$ cat config.mk
export PLATFORM = sky130hd
export DESIGN_NAME = uart_brk_rx
export DESIGN_NICKNAME = d
export VERILOG_FILES = /design/src/rtl/uart_brk_pkg.sv /design/src/rtl/uart_brk_sync.sv /design/src/rtl/uart_brk_frame.sv /design/src/rtl/uart_brk_flags.sv /design/src/rtl/uart_brk_rx.sv
export SDC_FILE = /design/constraint.sdc
export NUM_CORES = 1
export LEC_CHECK = 0
export BUFFER_PORTS_ARGS = -buffer_cell sky130_fd_sc_hd__buf_4
export CAP_MARGIN = 5
export CORE_ASPECT_RATIO = 0.5
export CORE_MARGIN = 2
export CORE_UTILIZATION = 45
export CTS_CLUSTER_SIZE = 40
export DETAILED_ROUTE_END_ITERATION = 8
export PLACE_DENSITY = 0.66
export SLEW_MARGIN = 20
export SYNTH_ARGS = -nofsm -noshare
export SYNTH_HDL_FRONTEND = slang
export SYNTH_SLANG_ARGS = --single-unit
export TNS_END_PERCENT = 50
$ cat constraint.sdc
create_clock -name clk_i -period 2.7 [get_ports clk_i]
set_input_delay 0.405 -clock clk_i [delete_from_list [all_inputs] [get_ports clk_i]]
set_output_delay 0.405 -clock clk_i [all_outputs]
set_load 0.02 [all_outputs]
$ cat src/rtl/uart_brk_pkg.sv
package uart_brk_pkg;
  typedef enum logic [1:0] {
    ST_IDLE,
    ST_START,
    ST_DATA,
    ST_STOP
  } rx_state_e;

  function automatic logic maj3(input logic a, input logic b, input logic c);
    return (a & b) | (a & c) | (b & c);
  endfunction
endpackage

$ cat src/rtl/uart_brk_sync.sv
module uart_brk_sync #(
  parameter int STAGES = 2
) (
  input  logic clk_i,
  input  logic rst_ni,
  input  logic d_i,
  output logic q_o
);
  logic [STAGES-1:0] q;

  always_ff @(posedge clk_i or negedge rst_ni) begin
    if (!rst_ni) q <= '1;
    else         q <= {q[STAGES-2:0], d_i};
  end

  assign q_o = q[STAGES-1];
endmodule

$ cat src/rtl/uart_brk_frame.sv
module uart_brk_frame
  import uart_brk_pkg::*;
#(
  parameter int OSR    = 16,
  parameter int DATA_W = 8
) (
  input  logic              clk_i,
  input  logic              rst_ni,
  input  logic              tick_i,
  input  logic              rx_i,
  input  logic              nine_i,
  output logic              done_o,
  output logic [DATA_W-1:0] data_o,
  output logic              b8_o,
  output logic              stop_o,
  output logic              zero_o,
  output logic              busy_o
);
  localparam int CW     = $clog2(OSR);
  localparam int BW     = $clog2(DATA_W + 1);
  localparam int IDLE8  = (DATA_W + 2) * OSR;
  localparam int IDLE9  = (DATA_W + 3) * OSR;
  localparam int IW     = $clog2(IDLE9 + 1);
  localparam int MID    = OSR / 2;
  localparam logic [CW-1:0] SL3  = CW'(2);
  localparam logic [CW-1:0] SL5  = CW'(4);
  localparam logic [CW-1:0] SL7  = CW'(6);
  localparam logic [CW-1:0] VA   = CW'(MID - 1);
  localparam logic [CW-1:0] VB   = CW'(MID);
  localparam logic [CW-1:0] VC   = CW'(MID + 1);
  localparam logic [CW-1:0] WRAP = '0;

  rx_state_e       state;
  logic [CW-1:0]   rt, rt_n;
  logic [BW-1:0]   bidx, blast;
  logic [DATA_W:0] sh;
  logic            v_a, v_b, vote;
  logic            any_one, line_hi, busy, idle_en, done, stop;
  logic [IW-1:0]   idle_cnt, idle_lim;

  assign rt_n     = rt + 1'b1;
  assign vote     = maj3(v_a, v_b, rx_i);
  assign blast    = nine_i ? BW'(DATA_W) : BW'(DATA_W - 1);
  assign idle_lim = nine_i ? IW'(IDLE9 - 1) : IW'(IDLE8 - 1);

  always_ff @(posedge clk_i or negedge rst_ni) begin
    if (!rst_ni) begin
      state    <= ST_IDLE;
      rt       <= '0;
      bidx     <= '0;
      sh       <= '0;
      v_a      <= 1'b1;
      v_b      <= 1'b1;
      any_one  <= 1'b0;
      line_hi  <= 1'b0;
      busy     <= 1'b0;
      idle_en  <= 1'b0;
      idle_cnt <= '0;
      done     <= 1'b0;
      stop     <= 1'b1;
    end else begin
      done <= 1'b0;
      if (tick_i) begin
        unique case (state)
          ST_IDLE: begin
            if (rx_i) line_hi <= 1'b1;
            if (line_hi && !rx_i) begin
              state    <= ST_START;
              rt       <= '0;
              busy     <= 1'b1;
              idle_en  <= 1'b0;
              idle_cnt <= '0;
              any_one  <= 1'b0;
              sh       <= '0;
            end else if (idle_en) begin
              if (!rx_i) idle_cnt <= '0;
              else if (idle_cnt == idle_lim) begin
                busy    <= 1'b0;
                idle_en <= 1'b0;
              end else idle_cnt <= idle_cnt + 1'b1;
            end
          end
          ST_START: begin
            rt <= rt_n;
            if (rt_n == SL3) v_a <= rx_i;
            if (rt_n == SL5) v_b <= rx_i;
            if (rt_n == SL7 && vote) begin
              state <= ST_IDLE;   // false start
              busy  <= 1'b0;
            end else if (rt_n == WRAP) begin
              state <= ST_DATA;
              bidx  <= '0;
            end
          end
          ST_DATA: begin
            rt <= rt_n;
            if (rt_n == VA) v_a <= rx_i;
            if (rt_n == VB) v_b <= rx_i;
            if (rt_n == VC) begin
              sh      <= {vote, sh[DATA_W:1]};
              any_one <= any_one | vote;
            end
            if (rt_n == WRAP) begin
              if (bidx == blast) state <= ST_STOP;
              else               bidx  <= bidx + 1'b1;
            end
          end
          ST_STOP: begin
            rt <= rt_n;
            if (rt_n == VA) v_a <= rx_i;
            if (rt_n == VB) v_b <= rx_i;
            if (rt_n == VC) begin
              done     <= 1'b1;
              stop     <= vote;
              state    <= ST_IDLE;
              line_hi  <= 1'b0;
              idle_en  <= 1'b1;
              idle_cnt <= '0;
            end
          end
          default: state <= ST_IDLE;
        endcase
      end
    end
  end

  assign done_o = done;
  assign data_o = nine_i ? sh[DATA_W-1:0] : sh[DATA_W:1];
  assign b8_o   = nine_i & sh[DATA_W];
  assign stop_o = stop;
  assign zero_o = ~any_one;
  assign busy_o = busy;

  AST_BUSY_RT1: assert property (@(posedge clk_i) disable iff (!rst_ni)
    $rose(busy) |-> $past(tick_i && !rx_i && state == ST_IDLE));
  AST_BUSY_DROP: assert property (@(posedge clk_i) disable iff (!rst_ni)
    $fell(busy) |-> $past(state == ST_START || (state == ST_IDLE && idle_en)));
  AST_NO_START_LOW: assert property (@(posedge clk_i) disable iff (!rst_ni)
    done |=> state != ST_START);
endmodule

$ cat src/rtl/uart_brk_flags.sv
module uart_brk_flags #(
  parameter int DATA_W = 8
) (
  input  logic              clk_i,
  input  logic              rst_ni,
  input  logic              tick_i,
  input  logic              rx_i,
  input  logic              done_i,
  input  logic [DATA_W-1:0] char_i,
  input  logic              b8_i,
  input  logic              stop_i,
  input  logic              zero_i,
  input  logic              stat_rd_i,
  input  logic              data_rd_i,
  output logic [DATA_W-1:0] data_o,
  output logic              b8_o,
  output logic              full_o,
  output logic              fe_o,
  output logic              brk_o
);
  logic [DATA_W-1:0] data_q;
  logic b8_q, full, fe, brk, arm, rd_armed, sn_full, sn_fe, sn_brk;
  logic is_brk, clr;

  assign is_brk = done_i & zero_i & ~stop_i;
  assign clr    = data_rd_i & rd_armed;

  // data holding register has no reset
  always_ff @(posedge clk_i) begin
    if (done_i) begin
      data_q <= char_i;
      b8_q   <= is_brk ? 1'b0 : b8_i;
    end
  end

  always_ff @(posedge clk_i or negedge rst_ni) begin
    if (!rst_ni) begin
      full     <= 1'b0;
      fe       <= 1'b0;
      brk      <= 1'b0;
      arm      <= 1'b1;
      rd_armed <= 1'b0;
      sn_full  <= 1'b0;
      sn_fe    <= 1'b0;
      sn_brk   <= 1'b0;
    end else begin
      if (stat_rd_i) begin
        rd_armed <= 1'b1;
        sn_full  <= full;
        sn_fe    <= fe;
        sn_brk   <= brk;
      end else if (data_rd_i) begin
        rd_armed <= 1'b0;
      end
      // set has priority over clear
      if (done_i)             full <= 1'b1;
      else if (clr && sn_full) full <= 1'b0;
      if (done_i)             fe <= ~stop_i;
      else if (clr && sn_fe)  fe <= 1'b0;
      if (is_brk && arm)      brk <= 1'b1;
      else if (clr && sn_brk) brk <= 1'b0;
      if (is_brk)             arm <= 1'b0;
      else if (tick_i && rx_i) arm <= 1'b1;
    end
  end

  assign data_o = data_q;
  assign b8_o   = b8_q;
  assign full_o = full;
  assign fe_o   = fe;
  assign brk_o  = brk;

  AST_BRK_WITH_FE: assert property (@(posedge clk_i) disable iff (!rst_ni)
    $rose(brk) |-> (fe && full));
  AST_BRK_B8_ZERO: assert property (@(posedge clk_i) disable iff (!rst_ni)
    $rose(brk) |-> !b8_q);
  AST_BRK_CLR_SEQ: assert property (@(posedge clk_i) disable iff (!rst_ni)
    $fell(brk) |-> $past(data_rd_i && rd_armed && sn_brk));
  AST_BRK_REARM: assert property (@(posedge clk_i) disable iff (!rst_ni)
    $rose(brk) |-> $past(arm));
  AST_DATA_HOLD: assert property (@(posedge clk_i) disable iff (!rst_ni)
    !done_i |=> $stable(data_q));
endmodule

$ cat src/rtl/uart_brk_rx.sv
module uart_brk_rx #(
  parameter int OSR    = 16,
  parameter int DATA_W = 8,
  parameter int SYNC_N = 2
) (
  input  logic              clk_i,
  input  logic              rst_ni,
  input  logic              tick_i,
  input  logic              rx_i,
  input  logic              nine_bit_i,
  input  logic              stat_rd_i,
  input  logic              data_rd_i,
  output logic [DATA_W-1:0] data_o,
  output logic              bit8_o,
  output logic              full_o,
  output logic              frame_err_o,
  output logic              break_o,
  output logic              busy_o
);
  logic              rx_s, done, b8, stop, zero;
  logic [DATA_W-1:0] chr;

  uart_brk_sync #(.STAGES(SYNC_N)) u_sync (
    .clk_i(clk_i), .rst_ni(rst_ni), .d_i(rx_i), .q_o(rx_s)
  );

  uart_brk_frame #(.OSR(OSR), .DATA_W(DATA_W)) u_frame (
    .clk_i(clk_i), .rst_ni(rst_ni), .tick_i(tick_i), .rx_i(rx_s),
    .nine_i(nine_bit_i), .done_o(done), .data_o(chr), .b8_o(b8),
    .stop_o(stop), .zero_o(zero), .busy_o(busy_o)
  );

  uart_brk_flags #(.DATA_W(DATA_W)) u_flags (
    .clk_i(clk_i), .rst_ni(rst_ni), .tick_i(tick_i), .rx_i(rx_s),
    .done_i(done), .char_i(chr), .b8_i(b8), .stop_i(stop), .zero_i(zero),
    .stat_rd_i(stat_rd_i), .data_rd_i(data_rd_i), .data_o(data_o),
    .b8_o(bit8_o), .full_o(full_o), .fe_o(frame_err_o), .brk_o(break_o)
  );
endmodule

; ---- After elaboration in Yosys (flattened, before gate mapping)
; Cells that the tools add are included.
[totals]
reg_bits = 54
elab_cells = 165
input_bits = 7
output_inout_bits = 13
[op_classes]
eq_ne = 30
bitwise_logic = 12
mux = 63
add_sub_neg = 3
n_reduce_logical = 33
[op_table]
columns = operator, n
row1 = $mux 8, 6
row2 = $mux 1, 31
row3 = $mux 4, 6
row4 = $ne 2x1->1 const B, 11
row5 = $reduce_bool 2->1, 10
row6 = $mux 9, 2
row7 = $pmux 9 s2, 1
row8 = $reduce_and 6->1, 3
row9 = $pmux 4 s2, 2
row10 = $pmux 8 s2, 1
row11 = $reduce_and 4->1, 4
row12 = $eq 4x3->1 const B, 3
row13 = $mux 2, 6
row14 = $pmux 1 s2, 6
row15 = $ne 3x1->1 const B, 3
row16 = $add 4x1->4 const B, 2
row17 = $add 8x1->8 const B, 1
row18 = $eq 4x4->1 const B, 2
row19 = $eq 8x8->1, 1
row20 = $pmux 2 s4, 1
row21 = $and 1x1->1, 7
row22 = $logic_and 1x1->1, 7
row23 = $mux 6, 1
row24 = $ne 2x2->1 const B, 3
row25 = other kinds (16), 21

; ---- Logic depth before layout (Yosys ltp)
[logic_depth]
word_depth = 7
ltp_mapped = 8
ltp_nobuf = 7

; ---- Cells and area by module
; From an unflattened synthesis, not the netlist that was laid out.
[unflattened]
hier_cells = 267
area_unflattened_um2 = 2817.7
[by_module_without_submodules]
columns = mod, area_each_um2, n_inst, cells_each
row1 = uart_brk_frame, 2172.1, 1, 231
row2 = uart_brk_flags, 593.1, 1, 34
row3 = uart_brk_sync, 52.6, 1, 2

; ---- Least setup slack after synthesis
; Ideal clock, no wire load.
[synth_timing]
kind = register to register
from = reg u_frame.rt[0]
to = reg u_frame.idle_cnt[1]
slack_ps = 647
n_path_buf = 1
setup_ps = 79
required_time_ps = 2621
arrival_ps = 1974
path_stages_with_launch = 8
cell_sequence = dfrtp_1 ha_1 nand2b_1 o31a_1 a211oi_2 and2_1 buf_6 mux2i_1
[synth_between]
elab_chain_len = 4
[synth_lines]
columns = item, line
row1 = "start, declared", uart_brk_frame.sv:34  ; logic [CW-1:0] rt, rt_n;
row2 = "start signal, assigned", uart_brk_frame.sv:84  ; rt <= rt_n;
row3 = "start signal, assigned", uart_brk_frame.sv:96  ; rt <= rt_n;
row4 = "start signal, assigned", uart_brk_frame.sv:109  ; rt <= rt_n;
row5 = $add 4x1->4, uart_brk_frame.sv:41  ; assign rt_n = rt + 1'b1;
row6 = $eq 4x4->1, uart_brk_frame.sv:112  ; if (rt_n == VC) begin
row7 = $ne 2x1->1 (no source line), --
row8 = $reduce_and 5->1 (no source line), --
row9 = "end signal, assigned", uart_brk_frame.sv:80  ; end else idle_cnt <= idle_cnt + 1'b1;
row10 = "end, declared", uart_brk_frame.sv:39  ; logic [IW-1:0] idle_cnt, idle_lim;
; Every way passes these cells.
; A chain may end at the register's enable or synchronous reset.

; ---- Worst setup path in the final report
; Ends and elaborated chain as after synthesis.

==> results.txt <==
* Outcome: complete, no violations
- On the final layout, the worst hold slack is 0.110 ns.
* Clock buffer count from CTS: 5
- Traced cell by cell, the critical path runs through ha_1, nand2b_1, o31a_1, a211oi_2, and2_1, mux2i_1.
- Crit-path max cell delay: 0.49 ns
* Leakage power: 1.42 nW
- Number of enable-type register cells in the synthesized netlist: 9
* Cells resized by post-CTS repair: 0
* DRC violations left: 0
- Routability congestion estimate from global placement: 0.818
- The clock drives 54 sinks.
* Nets in the synthesized netlist: 276
* Synthesized instance count: 257
- Average instance area after synthesis: 11.0 µm²
* Clk pin slew, worst setup/hold paths: 0.07 ns
- After routing the design area is 0.00323 mm².
- The final-report hold violation count was 0.
* Max Fclk: 415 MHz
- Relative max-transition margin: 57.9%
- For this run, the share of the core covered by cells in the final layout is 53.2%.
- Antenna violations before repair: 0
- Registers take 0.00140 mm².
- 0 antenna diodes ended up in the layout.
- Via-to-Cell Ratio: 5.56
- The initialized floorplan defines 20 standard-cell rows.
* Detailed-routing iteration count for the pre-antenna-repair pass: 4
- At the worst endpoint, the arrival time is 2.62 ns.
* Setup-failing EPs final: 0
- Placed cell areas: 0.00308 mm²
- Library cells used by synthesis: 60
- First-pass GRT wire length: 8650 µm
* Global-route total usage across every layer: 16.3%
- The worst setup path is captured at a register.
- Crit share post-route: 89.3%
* Transition time at the pin with the least slew margin: 0.628 ns
- Max-capacitance violation count: 0
- The number of global-route vias before repair is 1787.
* Yosys warnings: 0
- In this run the register-to-register setup slack is 0.29 ns.
- Min Tclk post-route: 2.41 ns
- Ports: 20
- Worst reg-to-reg path cell count: 6
- Dividing the detail-routed wire length by the instance count gives 14.5 µm.
- Tightest Hold Check Type: input pin to asynchronous set/reset pin
- Post-route non-filler standard cell count: 368
- Sequential element share of the synthesized area: 49.6%
* Synth async-reset ratio: 83.3%
* Primary flip-flop cell chosen by synthesis mapping: sky130_fd_sc_hd__dfrtp_1
- Effective utilization at floorplan: 46.6%
- Mapped Area: 0.00283 mm²
- For this run, the post-layout net count is 298.
- Number of fillers in the final layout: 534
- The tree is rooted in a sky130_fd_sc_hd__clkbuf_16.
- Vias after detailed routing: 2046
- The max-slew violation count came to 0.
* Die footprint: 0.00698 mm²
- Synthesis-to-layout area growth: 14.2%
- Once detail routing completed, the nets flagged for antenna violations numbered 0.
- The total overflow left after global routing is 0.
- Post-CTS Hold Buffers: 0
- Synthesis-stage register bit count: 54
- Power spread over the standard cell area amounts to 841 mW/mm².
- Across the VDD grid, the largest voltage drop is 0.000296 V.
- TritonCTS built the clock tree.
* Largest cells by area after synthesis: sky130_fd_sc_hd__dfrtp_1 (34%), sky130_fd_sc_hd__edfxtp_1 (9.5%), sky130_fd_sc_hd__mux2_2 (6.4%), sky130_fd_sc_hd__dfstp_2 (5.6%), sky130_fd_sc_hd__ha_1 (5.3%)
- Total Wirelength: 5330 µm
- The wire-length estimate of the detail-placed layout is 3830 µm.
* Buffers added on ports: 19
* Standard cell with the maximum stage delay on the critical path: sky130_fd_sc_hd__a211oi_2
* Setup repair bufs after CTS: 0
- The critical path is of the register to register type.
- Setup repair after global routing missed its margin: false
- The floorplan step set the die height to 60.1 µm.
* Area of the multi-input gates: 0.00133 mm²
* Highest fanout seen on the critical path: 9
* Worst skew pair latency: 0.29 ns
- Yosys top cell by area: sky130_fd_sc_hd__dfrtp_1
- Area share of the largest cell type after synthesis: 34.5%
- Number of levels the H-tree was split into: 2
* Element type at the critical path start: register
* Share of cells above drive strength 1: 22.1%
- Required arrival time at the worst endpoint: 2.91 ns
- The first routing iteration left 166 violations.
- The total area inside the core boundary comes to 0.00608 mm².
- At the placement stage, the worst setup path has a slack of 0.327 ns.
* Maximum number of pins on one net before global-route repair: 46
- The design draws 2.72 mW.
* Least setup slack across all paths after layout: 0.289 ns
- Summed over all failing endpoints, the final setup total negative slack is 0 ns.
- The floorplan step set the die width to 116 µm.
* Final Skew: 0.00459 ns
- Cell count after placement: 360
* Maximum clock path buffer count: 2
-- routing by layer --
| layer | global-route usage (%) | wire length [µm] | up-vias |
|---|---|---|---|
| li1 | - | - | 998 |
| met4 | 3.06 | 32 | 0 |
| met5 | 0 | 0 | - |
| met3 | 4.87 | 234 | 4 |
| met2 | 25.3 | 2380 | 44 |
| met1 | 23.0 | 2680 | 1000 |
-- cells in the mapped netlist (all sizes together) (4+ instances only) --
library cell / count
a31oi: 4
mux2: 17
o21ai: 8
mux2i: 4
nand2: 17
edfxtp: 9
clkbuf: 6
nor2: 14
nand3: 19
a21oi: 6
a22o: 11
dfrtp: 39
ha: 12
nand2b: 7
a32o: 5
inv: 17
dfstp: 6
-- report_power, final --
group          switching, mW  internal, mW
registers              0.144         0.964
clock network          0.292         0.373
logic                  0.548         0.400
total                  0.984          1.74
-- critical path, delay by kind of cell (launching register included) --
| family | cells | cell delay [ns] |
|---|---|---|
| fa+ha+maj | 1 | 0.32 |
| compound gates | 2 | 0.77 |
| flops | 1 | 0.45 |
| mux | 1 | 0.23 |
| simple gates | 2 | 0.57 |
-- cells by family (layout without fill, tap and decap cells) --
| kind of cell | count (synthesis) | in the layout | share of synthesized area, % |
|---|---|---|---|
| simple gates | 81 | 81 | 15.0 |
| xor+xnor | 2 | 2 | 0.618 |
| fa+ha+maj | 13 | 13 | 5.65 |
| buf+inv | 25 | 48 | 3.58 |
| flops | 54 | 54 | 49.6 |
| compound gates | 61 | 61 | 17.4 |
| mux | 21 | 21 | 8.17 |
-- state kept, by name (all words and copies together), names as in the netlist, 2 cells and up, named ones only --
| register | flops |
|---|---|
| u_frame.sh | 9 |
| u_flags.data_o | 8 |
| u_frame.idle_cnt | 8 |
| u_frame.bidx | 4 |
| u_frame.rt | 4 |
| u_sync.q | 2 |
-- layout by cell type, fill, tap and decap left out, types with 3 or more instances in the layout --
cell type | netlist | routed
sky130_fd_sc_hd__a21o_1 | 3 | 3
sky130_fd_sc_hd__a21oi_1 | 6 | 6
sky130_fd_sc_hd__a22o_1 | 11 | 11
sky130_fd_sc_hd__a31oi_1 | 4 | 4
sky130_fd_sc_hd__a32o_1 | 5 | 5
sky130_fd_sc_hd__and3_1 | 3 | 3
sky130_fd_sc_hd__buf_4 | 0 | 23
sky130_fd_sc_hd__clkbuf_16 | 0 | 5
sky130_fd_sc_hd__dfrtp_1 | 39 | 39
sky130_fd_sc_hd__dfstp_2 | 6 | 6
sky130_fd_sc_hd__edfxtp_1 | 9 | 9
sky130_fd_sc_hd__ha_1 | 12 | 12
sky130_fd_sc_hd__inv_1 | 17 | 17
sky130_fd_sc_hd__mux2_2 | 16 | 16
sky130_fd_sc_hd__mux2i_1 | 4 | 4
sky130_fd_sc_hd__nand2_1 | 17 | 17
sky130_fd_sc_hd__nand2b_1 | 7 | 7
sky130_fd_sc_hd__nand3_1 | 19 | 19
sky130_fd_sc_hd__nor2_1 | 14 | 14
sky130_fd_sc_hd__o21ai_0 | 6 | 6
sky130_fd_sc_hd__o31ai_1 | 3 | 3
sky130_fd_sc_hd__or2_2 | 3 | 3
-- final cells by class --
class | count | share of cell area, %
flip-flops and latches | 54 | 43.4
multi-input cells | 178 | 41.0
repair buffers | 23 | 5.34
clock buffers | 6 | 4.29
well taps | 88 | 3.40
inverters | 17 | 1.97
clock inverters | 2 | 0.542
-- final timing paths --
| check | endpoint | from |
|---|---|---|
| max | u_frame.idle_cnt[1] | u_frame.rt[0] |
| min | u_frame.bidx[2] | rst_ni |
| max reg2reg | u_frame.idle_cnt[1] | u_frame.rt[0] |
| min reg2reg | u_sync.q[1] | u_sync.q[0] |
| max in group asynchronous | u_frame.idle_cnt[7] | rst_ni |
| min in group clk_i | u_sync.q[0] | rx_i |
Note: power is estimated with default switching activity, not from simulation.
